--- src/rtl/s2m_pkg.sv ---
package s2m_pkg;

  typedef struct packed {
    logic addrLoad;
    logic armLoad;
    logic zeroDone;
    logic beatWrite;
    logic finish;
  } s2mStrobe_t;

  typedef enum logic {
    ST_IDLE = 1'b0,
    ST_RUN  = 1'b1
  } s2mState_t;

endpackage

--- src/rtl/s2m_skid_fifo.sv ---
module s2m_skid_fifo #(
  parameter int WIDTH = 33,
  parameter int DEPTH = 4
) (
  input  logic             clk,
  input  logic             rstN,
  input  logic             pushEn,
  input  logic [WIDTH-1:0] pushData,
  input  logic             popEn,
  output logic [WIDTH-1:0] popData,
  output logic             empty,
  output logic             full
);

  localparam int PTR_W = (DEPTH > 1) ? $clog2(DEPTH) : 1;
  localparam int CNT_W = $clog2(DEPTH + 1);

  logic [WIDTH-1:0] store [DEPTH];
  logic [PTR_W-1:0] wrPtr;
  logic [PTR_W-1:0] rdPtr;
  logic [CNT_W-1:0] fillCnt;

  function automatic logic [PTR_W-1:0] nextPtr(input logic [PTR_W-1:0] p);
    if (p == PTR_W'(DEPTH - 1)) return '0;
    return p + 1'b1;
  endfunction

  assign empty   = (fillCnt == '0);
  assign full    = (fillCnt == CNT_W'(DEPTH));
  assign popData = store[rdPtr];

  always_ff @(posedge clk) begin
    if (pushEn && !full) store[wrPtr] <= pushData;
  end

  always_ff @(posedge clk) begin
    if (!rstN) begin
      wrPtr   <= '0;
      rdPtr   <= '0;
      fillCnt <= '0;
    end else begin
      if (pushEn && !full) wrPtr <= nextPtr(wrPtr);
      if (popEn && !empty) rdPtr <= nextPtr(rdPtr);
      case ({pushEn && !full, popEn && !empty})
        2'b10:   fillCnt <= fillCnt + 1'b1;
        2'b01:   fillCnt <= fillCnt - 1'b1;
        default: fillCnt <= fillCnt;
      endcase
    end
  end


  pop_nonempty_chk: assert property (@(posedge clk) disable iff (!rstN)
    popEn |-> !empty);

endmodule

--- src/rtl/s2m_datapath.sv ---
module s2m_datapath
  import s2m_pkg::*;
#(
  parameter int ADDR_W     = 32,
  parameter int DATA_W     = 32,
  parameter int LEN_W      = 16,
  parameter int FIFO_DEPTH = 4
) (
  input  logic              clk,
  input  logic              rstN,
  input  s2mStrobe_t        strb,
  input  logic [ADDR_W-1:0] cfgWrData,
  input  logic              sValid,
  input  logic [DATA_W-1:0] sData,
  input  logic              sLast,
  output logic              sReady,
  output logic [ADDR_W-1:0] mAddr,
  output logic [DATA_W-1:0] mData,
  output logic              headLast,
  output logic              fifoEmpty,
  output logic              lenLastBeat,
  output logic              cfgLenZero,
  output logic [LEN_W-1:0]  bytesDone
);

  localparam int BPB    = DATA_W / 8;
  localparam int ENTRY_W = DATA_W + 1;

  logic [ADDR_W-1:0]  dstAddr;
  logic [ADDR_W-1:0]  curAddr;
  logic [LEN_W-1:0]   remain;
  logic [LEN_W-1:0]   runBytes;
  logic               fifoFull;
  logic [ENTRY_W-1:0] headEntry;

  s2m_skid_fifo #(.WIDTH(ENTRY_W), .DEPTH(FIFO_DEPTH)) skid_i (
    .clk      (clk),
    .rstN     (rstN),
    .pushEn   (sValid),
    .pushData ({sLast, sData}),
    .popEn    (strb.beatWrite),
    .popData  (headEntry),
    .empty    (fifoEmpty),
    .full     (fifoFull)
  );

  assign sReady      = !fifoFull;
  assign headLast    = headEntry[DATA_W];
  assign mData       = headEntry[DATA_W-1:0];
  assign mAddr       = curAddr;
  assign lenLastBeat = (remain <= LEN_W'(BPB));
  assign cfgLenZero  = (cfgWrData[LEN_W-1:0] == '0);

  always_ff @(posedge clk) begin
    if (!rstN) begin
      dstAddr   <= '0;
      curAddr   <= '0;
      remain    <= '0;
      runBytes  <= '0;
      bytesDone <= '0;
    end else begin
      if (strb.addrLoad) dstAddr <= cfgWrData;
      if (strb.armLoad) begin
        curAddr  <= dstAddr;
        remain   <= cfgWrData[LEN_W-1:0];
        runBytes <= '0;
      end
      if (strb.beatWrite) begin
        curAddr  <= curAddr + ADDR_W'(BPB);
        remain   <= remain - LEN_W'(BPB);
        runBytes <= runBytes + LEN_W'(BPB);
      end
      if (strb.zeroDone) bytesDone <= '0;
      if (strb.finish)   bytesDone <= runBytes + LEN_W'(BPB);
    end
  end


  addr_stride_chk: assert property (@(posedge clk) disable iff (!rstN)
    strb.beatWrite && !strb.finish |=> mAddr == $past(mAddr) + ADDR_W'(BPB));

endmodule

--- src/rtl/s2m_control.sv ---
module s2m_control
  import s2m_pkg::*;
(
  input  logic       clk,
  input  logic       rstN,
  input  logic       cfgWrEn,
  input  logic       cfgSel,
  input  logic       cfgLenZero,
  input  logic       fifoEmpty,
  input  logic       headLast,
  input  logic       lenLastBeat,
  input  logic       mReady,
  output s2mStrobe_t strb,
  output logic       mValid,
  output logic       busy,
  output logic       done,
  output logic       lenExhausted
);

  s2mState_t state;
  logic      idle;
  logic      armReq;
  logic      fire;

  assign idle   = (state == ST_IDLE);
  assign busy   = (state == ST_RUN);
  assign mValid = busy && !fifoEmpty;
  assign fire   = mValid && mReady;
  assign armReq = cfgWrEn && cfgSel && idle;

  always_comb begin
    strb           = '0;
    strb.addrLoad  = cfgWrEn && !cfgSel && idle;
    strb.armLoad   = armReq && !cfgLenZero;
    strb.zeroDone  = armReq && cfgLenZero;
    strb.beatWrite = fire;
    strb.finish    = fire && (headLast || lenLastBeat);
  end

  always_ff @(posedge clk) begin
    if (!rstN) begin
      state        <= ST_IDLE;
      done         <= 1'b0;
      lenExhausted <= 1'b0;
    end else begin
      unique case (state)
        ST_IDLE: begin
          if (strb.armLoad) begin
            state        <= ST_RUN;
            done         <= 1'b0;
            lenExhausted <= 1'b0;
          end else if (strb.zeroDone) begin
            done         <= 1'b1;
            lenExhausted <= 1'b0;
          end
        end
        ST_RUN: begin
          if (strb.finish) begin
            state        <= ST_IDLE;
            done         <= 1'b1;
            lenExhausted <= !headLast;
          end
        end
        default: state <= ST_IDLE;
      endcase
    end
  end


  end_on_last_chk: assert property (@(posedge clk) disable iff (!rstN)
    fire && headLast |=> !busy && done && !lenExhausted);


  end_on_length_chk: assert property (@(posedge clk) disable iff (!rstN)
    fire && lenLastBeat && !headLast |=> !busy && done && lenExhausted);


  zero_arm_chk: assert property (@(posedge clk) disable iff (!rstN)
    cfgWrEn && cfgSel && cfgLenZero && !busy |=> done && !busy);


  busy_done_excl_chk: assert property (@(posedge clk) disable iff (!rstN)
    !(busy && done));

endmodule

--- src/rtl/s2m_oneshot_writer.sv ---
module s2m_oneshot_writer
  import s2m_pkg::*;
#(
  parameter int ADDR_W     = 32,
  parameter int DATA_W     = 32,
  parameter int LEN_W      = 16,
  parameter int FIFO_DEPTH = 4
) (
  input  logic              clk,
  input  logic              rstN,
  input  logic              cfgWrEn,
  input  logic              cfgSel,
  input  logic [ADDR_W-1:0] cfgWrData,
  input  logic              sValid,
  output logic              sReady,
  input  logic [DATA_W-1:0] sData,
  input  logic              sLast,
  output logic              mValid,
  input  logic              mReady,
  output logic [ADDR_W-1:0] mAddr,
  output logic [DATA_W-1:0] mData,
  output logic              busy,
  output logic              done,
  output logic              lenExhausted,
  output logic [LEN_W-1:0]  bytesDone
);

  s2mStrobe_t strb;
  logic       headLast;
  logic       fifoEmpty;
  logic       lenLastBeat;
  logic       cfgLenZero;

  s2m_control ctrl_i (
    .clk          (clk),
    .rstN         (rstN),
    .cfgWrEn      (cfgWrEn),
    .cfgSel       (cfgSel),
    .cfgLenZero   (cfgLenZero),
    .fifoEmpty    (fifoEmpty),
    .headLast     (headLast),
    .lenLastBeat  (lenLastBeat),
    .mReady       (mReady),
    .strb         (strb),
    .mValid       (mValid),
    .busy         (busy),
    .done         (done),
    .lenExhausted (lenExhausted)
  );

  s2m_datapath #(
    .ADDR_W     (ADDR_W),
    .DATA_W     (DATA_W),
    .LEN_W      (LEN_W),
    .FIFO_DEPTH (FIFO_DEPTH)
  ) dp_i (
    .clk         (clk),
    .rstN        (rstN),
    .strb        (strb),
    .cfgWrData   (cfgWrData),
    .sValid      (sValid),
    .sData       (sData),
    .sLast       (sLast),
    .sReady      (sReady),
    .mAddr       (mAddr),
    .mData       (mData),
    .headLast    (headLast),
    .fifoEmpty   (fifoEmpty),
    .lenLastBeat (lenLastBeat),
    .cfgLenZero  (cfgLenZero),
    .bytesDone   (bytesDone)
  );


  hold_stable_chk: assert property (@(posedge clk) disable iff (!rstN)
    mValid && !mReady |=> mValid && $stable(mAddr) && $stable(mData));

endmodule

--- config.mk ---
export PLATFORM = sky130hd
export DESIGN_NAME = s2m_oneshot_writer
export DESIGN_NICKNAME = d
export VERILOG_FILES = /design/src/rtl/s2m_pkg.sv /design/src/rtl/s2m_skid_fifo.sv /design/src/rtl/s2m_datapath.sv /design/src/rtl/s2m_control.sv /design/src/rtl/s2m_oneshot_writer.sv
export SDC_FILE = /design/constraint.sdc
export NUM_CORES = 1
export LEC_CHECK = 0
export ABC_AREA = 0
export BUFFER_PORTS_ARGS = -buffer_cell sky130_fd_sc_hd__buf_2
export CORE_MARGIN = 4
export CORE_UTILIZATION = 50
export CTS_CLUSTER_DIAMETER = 60
export DETAILED_ROUTE_END_ITERATION = 8
export GPL_ROUTABILITY_DRIVEN = 0
export PLACE_DENSITY = 0.74
export SYNTH_ARGS = -nofsm -noshare
export SYNTH_HDL_FRONTEND = slang
export SYNTH_HIERARCHICAL = 1
export SYNTH_SLANG_ARGS = --single-unit
export TNS_END_PERCENT = 10
--- constraint.sdc ---
create_clock -name clk -period 2.5 [get_ports clk]
set_input_delay 0.125 -clock clk [delete_from_list [all_inputs] [get_ports clk]]
set_output_delay 0.125 -clock clk [all_outputs]
set_load 0.005 [all_outputs]
Word level (Yosys, flattened, before mapping)
Memories as Yosys holds them, arrays and structs flattened. A register that Yosys moved wholly into a read port is not among the register bits.
Cells that the tools add are included.
{"block": "totals", "output_inout_bits": 85, "ramBits": 132, "reg_bits": 122, "n_memories": 1}
{"block": "classes", "n_lt_le_gt_ge": 1, "n_bitwise": 1, "n_addsub": 7, "n_eq_ne": 7, "n_reduce_logical": 23, "n_mux": 34}
{"memory": "dp_i.skid_i.store", "words": 4, "width": 33, "rd": 1, "rd_ports_with_merged_regs": 1, "wr": 1, "line_no": "s2m_skid_fifo.sv:18", "rtl": "logic [WIDTH-1:0] store [DEPTH];"}
{"cell": "two-way mux 16 bit", "count": 6}
{"cell": "two-way mux 32 bit", "count": 2}
{"cell": "adder 32 x 3 -> 32 bit (second input constant)", "count": 1}
{"cell": "adder 16 x 3 -> 16 bit (second input constant)", "count": 1}
{"cell": "less-or-equal comparator 16 x 3 -> 1 bit (second input constant)", "count": 1}
{"cell": "logical NOT 16 bit", "count": 1}
{"cell": "two-way mux 1 bit", "count": 16}
{"cell": "subtractor 16 x 3 -> 16 bit (second input constant)", "count": 1}
{"cell": "two-way mux 2 bit", "count": 6}
{"cell": "logical AND 1 bit", "count": 11}
{"cell": "equality test 2 bit (second input constant)", "count": 3}
{"cell": "case mux 1 bit (2 select lines)", "count": 3}
{"cell": "case mux 3 bit (2 select lines)", "count": 1}
{"cell": "nonzero test 2 bit", "count": 3}
{"cell": "logical NOT 1 bit", "count": 5}
{"cell": "adder 2 x 1 -> 2 bit (second input constant)", "count": 2}
{"cell": "adder 3 x 1 -> 3 bit (second input constant)", "count": 1}
{"cell": "equality test 3 bit (second input constant)", "count": 1}
{"cell": "logical NOT 3 bit", "count": 1}
{"cell": "!= test 3 x 1 -> 1 bit (second input constant)", "count": 1}
{"cell": "subtractor 3 x 1 -> 3 bit (second input constant)", "count": 1}
{"cell": "equality test 2 x 1 -> 1 bit (second input constant)", "count": 1}
{"cell": "!= test 2 x 1 -> 1 bit (second input constant)", "count": 1}
{"cell": "AND reduction 2 bit", "count": 1}
{"cell": "other kinds (2)", "count": 2}

Logic depth before layout (Yosys ltp)
Gate-level depths: netlist of run 1.
{"block": "depth", "depth_word": 10, "depth_mapped": 11}

Hierarchy
Netlist of run 1, hierarchy kept.
{"mod": "s2m_datapath", "seq_area_each_um2": 2162.1, "n_inst": 1, "area_per_inst_um2": 5327.6, "cells_per_inst": 632}
{"mod": "s2m_skid_fifo", "seq_area_each_um2": 4144.0, "n_inst": 1, "area_per_inst_um2": 5302.6, "cells_per_inst": 229}
{"mod": "s2m_control", "seq_area_each_um2": 60.1, "n_inst": 1, "area_per_inst_um2": 178.9, "cells_per_inst": 19}

Worst setup path before layout of run 1
OpenSTA, ideal clock, no wires.
{"block": "synth_path", "path_type": "flip-flop to flip-flop", "startpoint": "reg dp_i.remain[4]", "endpoint": "reg dp_i.bytesDone[7]", "required_ns": 2.429, "period_less_slack_ns": 2.597, "slack_ns": -0.097, "path_stages_with_launch": 8, "arrival_ns": 2.526, "path_cell_list": "dfxtp_1 > nor4_1 > nor4bb_1 > o21a_4 > clkbuf_1 > clkbuf_1 > o21ai_0 > a21oi_1"}
{"item": "start, declared", "line_no": "s2m_datapath.sv:31", "rtl": "logic [LEN_W-1:0] remain;"}
{"item": "start signal, assigned", "line_no": "s2m_datapath.sv:65", "rtl": "remain <= cfgWrData[LEN_W-1:0];"}
{"item": "start signal, assigned", "line_no": "s2m_datapath.sv:70", "rtl": "remain <= remain - LEN_W'(BPB);"}
{"item": "end signal, assigned", "line_no": "s2m_datapath.sv:74", "rtl": "if (strb.finish) bytesDone <= runBytes + LEN_W'(BPB);"}
{"item": "end, declared", "line_no": "s2m_datapath.sv:23", "rtl": "output logic [LEN_W-1:0] bytesDone"}

==> results of run 1 <==
==> metal layers <==
metal	track usage	wire (um)	part of all wire	vias up
met5	0	0	0	-
met4	0.06476	632	0.025	0
met3	0.03394	1477	0.057	41
met2	0.3593	12700	0.49	268
met1	0.2784	10930	0.42	3865
li1	-	-	-	3815
==> power by group <==
group | total (W) | internal, W | leakage [nW] | switching (W)
clock network | 0.00377 | 0.00223 | 0.405 | 0.00154
registers | 0.00465 | 0.00455 | 2.19 | 0.000102
logic | 0.000847 | 0.000409 | 2.30 | 0.000437
==> cells by family (layout without fill, tap and decap cells) <==
kind of cell               Yosys count  in the layout  share of synthesized area
and+or+nand+nor                    278            278                     0.1346
muxes                               84             84                     0.1177
xor gates and xnor gates            10             10                   0.008102
other                                1              2                  0.0003469
AOI/OAI and AO/OA                  164            164                     0.1017
buffers and inverters               80            324                    0.03507
DFF                                252            252                     0.5890
adders and majority gates           11             11                    0.01343
==> stage by stage <==
step / area (um^2) / setup WS (ns) / total power, W / hold slack, ns / util
after global routing: 13480 / 0.001226 / 0.009649 / 0.02750 / 0.6374
after floorplan: 10820 / 0.1092 / 0.005138 / 0.2239 / -
after global placement: 11990 / 0.2249 / 0.005461 / 0.3392 / 0.5667
final: 13480 / 0.1124 / 0.009263 / 0.01757 / 0.6374
after detailed placement: 11990 / 0.1543 / 0.005484 / 0.3412 / 0.5667
after CTS: 13470 / 0.1344 / 0.009316 / 0.008337 / 0.6367
==> flip-flops by register name, indices dropped and copies added (netlist names), 2 cells and up, named ones only <==
name                 count
dp_i/dstAddr            32
dp_i/bytesDone          14
dp_i/remain             16
dp_i/skid_i/fillCnt      3
dp_i/skid_i/store      132
dp_i/skid_i/rdPtr        2
dp_i/skid_i/wrPtr        2
dp_i/runBytes           14
dp_i/mAddr              32
==> final cells by class <==
type                    count  area share
clock buffers              31     0.04964
clock inverters            16     0.01262
inverters                  23    0.006403
multi-input cells         549      0.3040
flip-flops and latches    252      0.4723
well taps                 275     0.02552
repair buffers            254      0.1295
==> critical path, stage by stage <==
cell,delay [ns]
dlygate4sd3_1,0.53
buf_2,0.13
nor4_1,0.06
and4_1,0.25
nor2_2,0.63
nor2b_2,0.49
buf_12,0.22
a211oi_1,0.07
a311oi_1,0.28
==> synthesized netlist by cell type (8+ instances only) <==
cell type	number	area share
a211oi_1	9	0.0063
a21oi_1	46	0.021
a311oi_1	8	0.0065
a31oi_1	15	0.0087
and2_1	10	0.0058
clkbuf_1	34	0.012
dfxtp_1	120	0.22
edfxtp_1	132	0.37
ha_1	10	0.012
inv_1	21	0.0073
mux2i_1	45	0.042
mux4_2	30	0.063
nand2_1	55	0.019
nand3_1	29	0.013
nand4_1	12	0.0069
nor2_1	72	0.025
nor3_1	16	0.0074
nor4_1	14	0.0081
o211ai_1	9	0.0063
o21ai_0	30	0.014
or3_1	12	0.0069
or4_1	8	0.0056
==> worst paths after layout <==
| path | start | slack [ns] | to | cells after the start |
|---|---|---|---|---|
| setup / recovery | cfgWrData[0] | 0.11 | dp_i/mAddr[7]$_SDFFE_PN0P_ | 9 |
| hold / removal | cfgWrData[15] | 0.02 | dp_i/dstAddr[15]$_SDFFE_PN0P_ | 4 |
| setup reg to reg | dp_i/skid_i/fillCnt[1]$_SDFFE_PN0P_ | 0.16 | dp_i/skid_i/fillCnt[2]$_SDFFE_PN0P_ | 10 |
| hold reg to reg | dp_i/mAddr[0]$_SDFFE_PN0P_ | 0.45 | dp_i/mAddr[0]$_SDFFE_PN0P_ | 2 |
==> what timing repair did <==
item / CTS / global route
gates resized for setup: 0 / 3
setup buffers: 0 / 0
hold buffers: 64 / 0
setup endpoints to repair: 0 / 3
endpoints found under the hold margin: 171 / 0
==> metrics.txt, run 1 <==
GRT overflow 0; Layout Cells excl Fill 1400; mapped cell area 10810 um^2; die height 155.0 um; Setup Viol. Count Final 0; ANT cells 0; Startpoint Class primary input; CP max FO 26; Fin. Hold Viols 0; worst-case clock buffer depth 3; Top Ports 156; status complete, no violations; starting density of the core 0.5110; Cell Rows 53; Layout Skew 0.009901 ns; global-route wire length before repair 41.32 mm; Mean Syn Cell Area 12.28 um^2; FILL cells 1553; hold crit path type in2reg; Yosys cell types 74; Setup Crit Path Kind in2reg; number of flops mapped to enable cells by yosys 132; Reg clk slew, reported paths 0.06 ns; Routed Antenna Nets 0; RSZ-0062 raised after global routing no; Tot GR Track Use 0.2107; Seq/Total Area, Yosys 0.5890; commonest non-fill, non-tap cell in the layout buf_2; multi-input logic area 4099 um^2; vias in the first global route 7895; Slew HR 0.4814; first drt pass iteration count 5; Routed WL per cell 18.39 um; drt total wl 25.74 mm; post-route DRC violation count 0; Pleak 4.894 nW; Die ar. 24030 um^2; htree depth 1; period utilisation layout 0.9550; Core Area 21150 um^2; Worst Setup End Kind flip-flop; Peak supply drop 0.5100 mV; commonest cells after routing, fill and taps aside buf_2, edfxtp_1, dfxtp_1, nor2_1, dlygate4sd3_1; die boundary width 155.0 um; HPWL Detailed 16.60 mm; later-pin clock latency in the skew report 0.52 ns; Synth Instances 880; DR vias/cell 5.706; Placed Cells 1289; # clock sinks 252; layout cells sized above 1 0.2498; Final Slew Violations 0; initial DRC count 554; fin nets 1188; max cap viols 0; PwrDens 687.0 nW/um^2; clock root cell clkbuf_16; crit path time final 2.388 ns; Yosys Warn Count 6; vias 7989; Reg area 6369 um^2; Fmax 0.4188 GHz; P&R area growth vs syn 24.75%; setup TNS 0 ns; Worst Tran Pin Value 0.7771 ns; FF+latch count, synth 252; CTS buffer count 26; top_reg_cell synth edfxtp_1; crit path DAT 2.81 ns; largest net degree at the start of global routing 60; CTS tree done; Async SR Flop Fraction 0; initial antenna violation count 0; WP data required 2.92 ns; Port Buf Inserts 153
Note: power is estimated with default switching activity, not from simulation.
==> run 2: changes to the inputs <==
CAP_MARGIN = 10   (was unset)
CORE_UTILIZATION = 30   (was 50)
PLACE_DENSITY = unset   (was 0.74)
==> run 2 against run 1 <==
Compared with the run above: sequential power about the same; global-route usage down 7.7 points; wire length up 5.3%; hold slack better by 0.061 ns; critical path depth up 1; via count down 1.7%; sequential cell count unchanged; final cell count up 14%; die area up 63%; worst setup slack better by 0.024 ns; power up 1.3%; maximum frequency up 1.0%; highest routed layer unchanged.
==> metrics.txt, run 2 (synthesis results as in run 1) <==
Pleak 4.929 nW; Cell Rows 69; vias in the first global route 7736; CTS buffer count 28; die boundary width 197.8 um; starting density of the core 0.3039; Placed Cells 1475; top layer in use met4; Worst Tran Pin Value 0.6152 ns; ANT cells 0; Die ar. 39130 um^2; Finished Cell Area 13770 um^2; HPWL Detailed 18.41 mm; setup TNS 0 ns; initial DRC count 397; Core Area 35570 um^2; DRT met1 WL 12.30 mm; global-route wire length before repair 42.78 mm; Layout Cells excl Fill 1590; Top Ports 156; commonest cells after routing, fill and taps aside buf_2, edfxtp_1, dfxtp_1, nor2_1, dlygate4sd3_1; Peak supply drop 0.5329 mV; later-pin clock latency in the skew report 0.53 ns; PwrDens 681.2 nW/um^2; die height 197.8 um; initial antenna violation count 0; largest net degree at the start of global routing 57; # clock sinks 252; crit path time final 2.363 ns; Biggest register dp_i/skid_i/store; clock root cell clkbuf_16; max reg flops 132; Reg clk slew, reported paths 0.06 ns; vias 7850; worst-case clock buffer depth 3; RSZ-0062 raised after global routing yes; period utilisation layout 0.9454; Routed WL per cell 17.05 um; crit path DAT 2.82 ns; Final Slew Violations 0; Slew HR 0.5899; Setup Viol. Count Final 0; first drt pass iteration count 4; htree depth 1; Fmax 0.4231 GHz; hold crit path type in2reg; Cell Area, Placed 12220 um^2; CP max FO 7; drt total wl 27.10 mm; Layout Skew 0.01922 ns; Fin. Hold Viols 0; met2 WL 12.84 mm; DR vias/cell 4.937; Tot GR Track Use 0.1339; post-route DRC violation count 0; GRT overflow 0; Startpoint Class flip-flop; status complete, no violations; layout cells sized above 1 0.2551; Port Buf Inserts 153; WP data required 2.96 ns; CTS tree done; Routed Antenna Nets 0; fin nets 1191; P&R area growth vs syn 27.43%; Worst Setup End Kind flip-flop; max cap viols 0; commonest non-fill, non-tap cell in the layout buf_2; Setup Crit Path Kind reg2reg; WL met3 1.445 mm
run 2: changes by cell type in the layout (fill, tap and decap cells not counted), sizes merged:
cell         before  now
clkbuf           31   37
bufinv            3    1
clkinv           12   10
clkinvlp          1    2
dlygate4sd3      64   65
run 2: where the power goes:
| group | total (W) | internal [W] | switching, W |
|---|---|---|---|
| Clock | 0.00390 | 0.00231 | 0.00159 |
| Sequential | 0.00464 | 0.00454 | 0.0000908 |
| Combinational | 0.000852 | 0.000406 | 0.000446 |
| Total | 0.00938 | 0.00726 | 0.00213 |
run 2: critical path: stages (launching register included):
cell	delay, ns
dfxtp_1	0.31
buf_4	0.14
nor3b_2	0.29
nor2b_1	0.20
inv_1	0.09
ha_1	0.18
inv_1	0.06
fa_1	0.37
xor2_1	0.16
or3_1	0.32
a21boi_0	0.17
run 2: worst paths after layout:
kind	slack, ns	depth (start not counted)	endpoint	startpoint
worst min-delay path	0.08	2	dp_i/remain[12]$_SDFFE_PN0P_	rstN
worst min register to register	0.45	2	dp_i/remain[0]$_SDFFE_PN0P_	dp_i/remain[0]$_SDFFE_PN0P_
worst max-delay path	0.14	10	dp_i/skid_i/fillCnt[2]$_SDFFE_PN0P_	dp_i/skid_i/fillCnt[1]$_SDFFE_PN0P_
worst max register to register	0.14	10	dp_i/skid_i/fillCnt[2]$_SDFFE_PN0P_	dp_i/skid_i/fillCnt[1]$_SDFFE_PN0P_
run 2: layer usage:
metal,global-route usage,up-vias
li1,-,3811
met1,0.1842,3782
met2,0.2224,216
met3,0.02416,41
met4,0.02856,0
met5,0,-
run 2: cell type report:
cell class                 count  area [um^2]
fill                        3457        21790
multi-input combinational    549         4095
clock buffer                  37        785.8
tap                          461        576.8
inverter                      23        86.33
timing repair buffer         255         1764
clock inverter                13        98.84
sequential                   252         6367
run 2: stage by stage:
| stage | worst slack, ns | total power, W | utilization | hold slack, ns |
|---|---|---|---|---|
| global route | -0.05197 | 0.009761 | 0.3873 | 0.05887 |
| CTS | 0.07300 | 0.009501 | 0.3867 | 0.04937 |
| detailed placement | 0.1122 | 0.005500 | 0.3436 | 0.3454 |
| floorplan | 0.1092 | 0.005138 | - | 0.2239 |
| finish | 0.1365 | 0.009383 | 0.3873 | 0.07828 |
| global placement | 0.1339 | 0.005483 | 0.3436 | 0.3411 |
run 2: timing repair:
| item | in CTS | in global routing |
|---|---|---|
| hold buffers | 65 | 0 |
| buffers inserted | 0 | 0 |
| hold endpoints to repair | 175 | 0 |
| gates resized for setup | 0 | 4 |
| setup endpoints to repair | 0 | 6 |
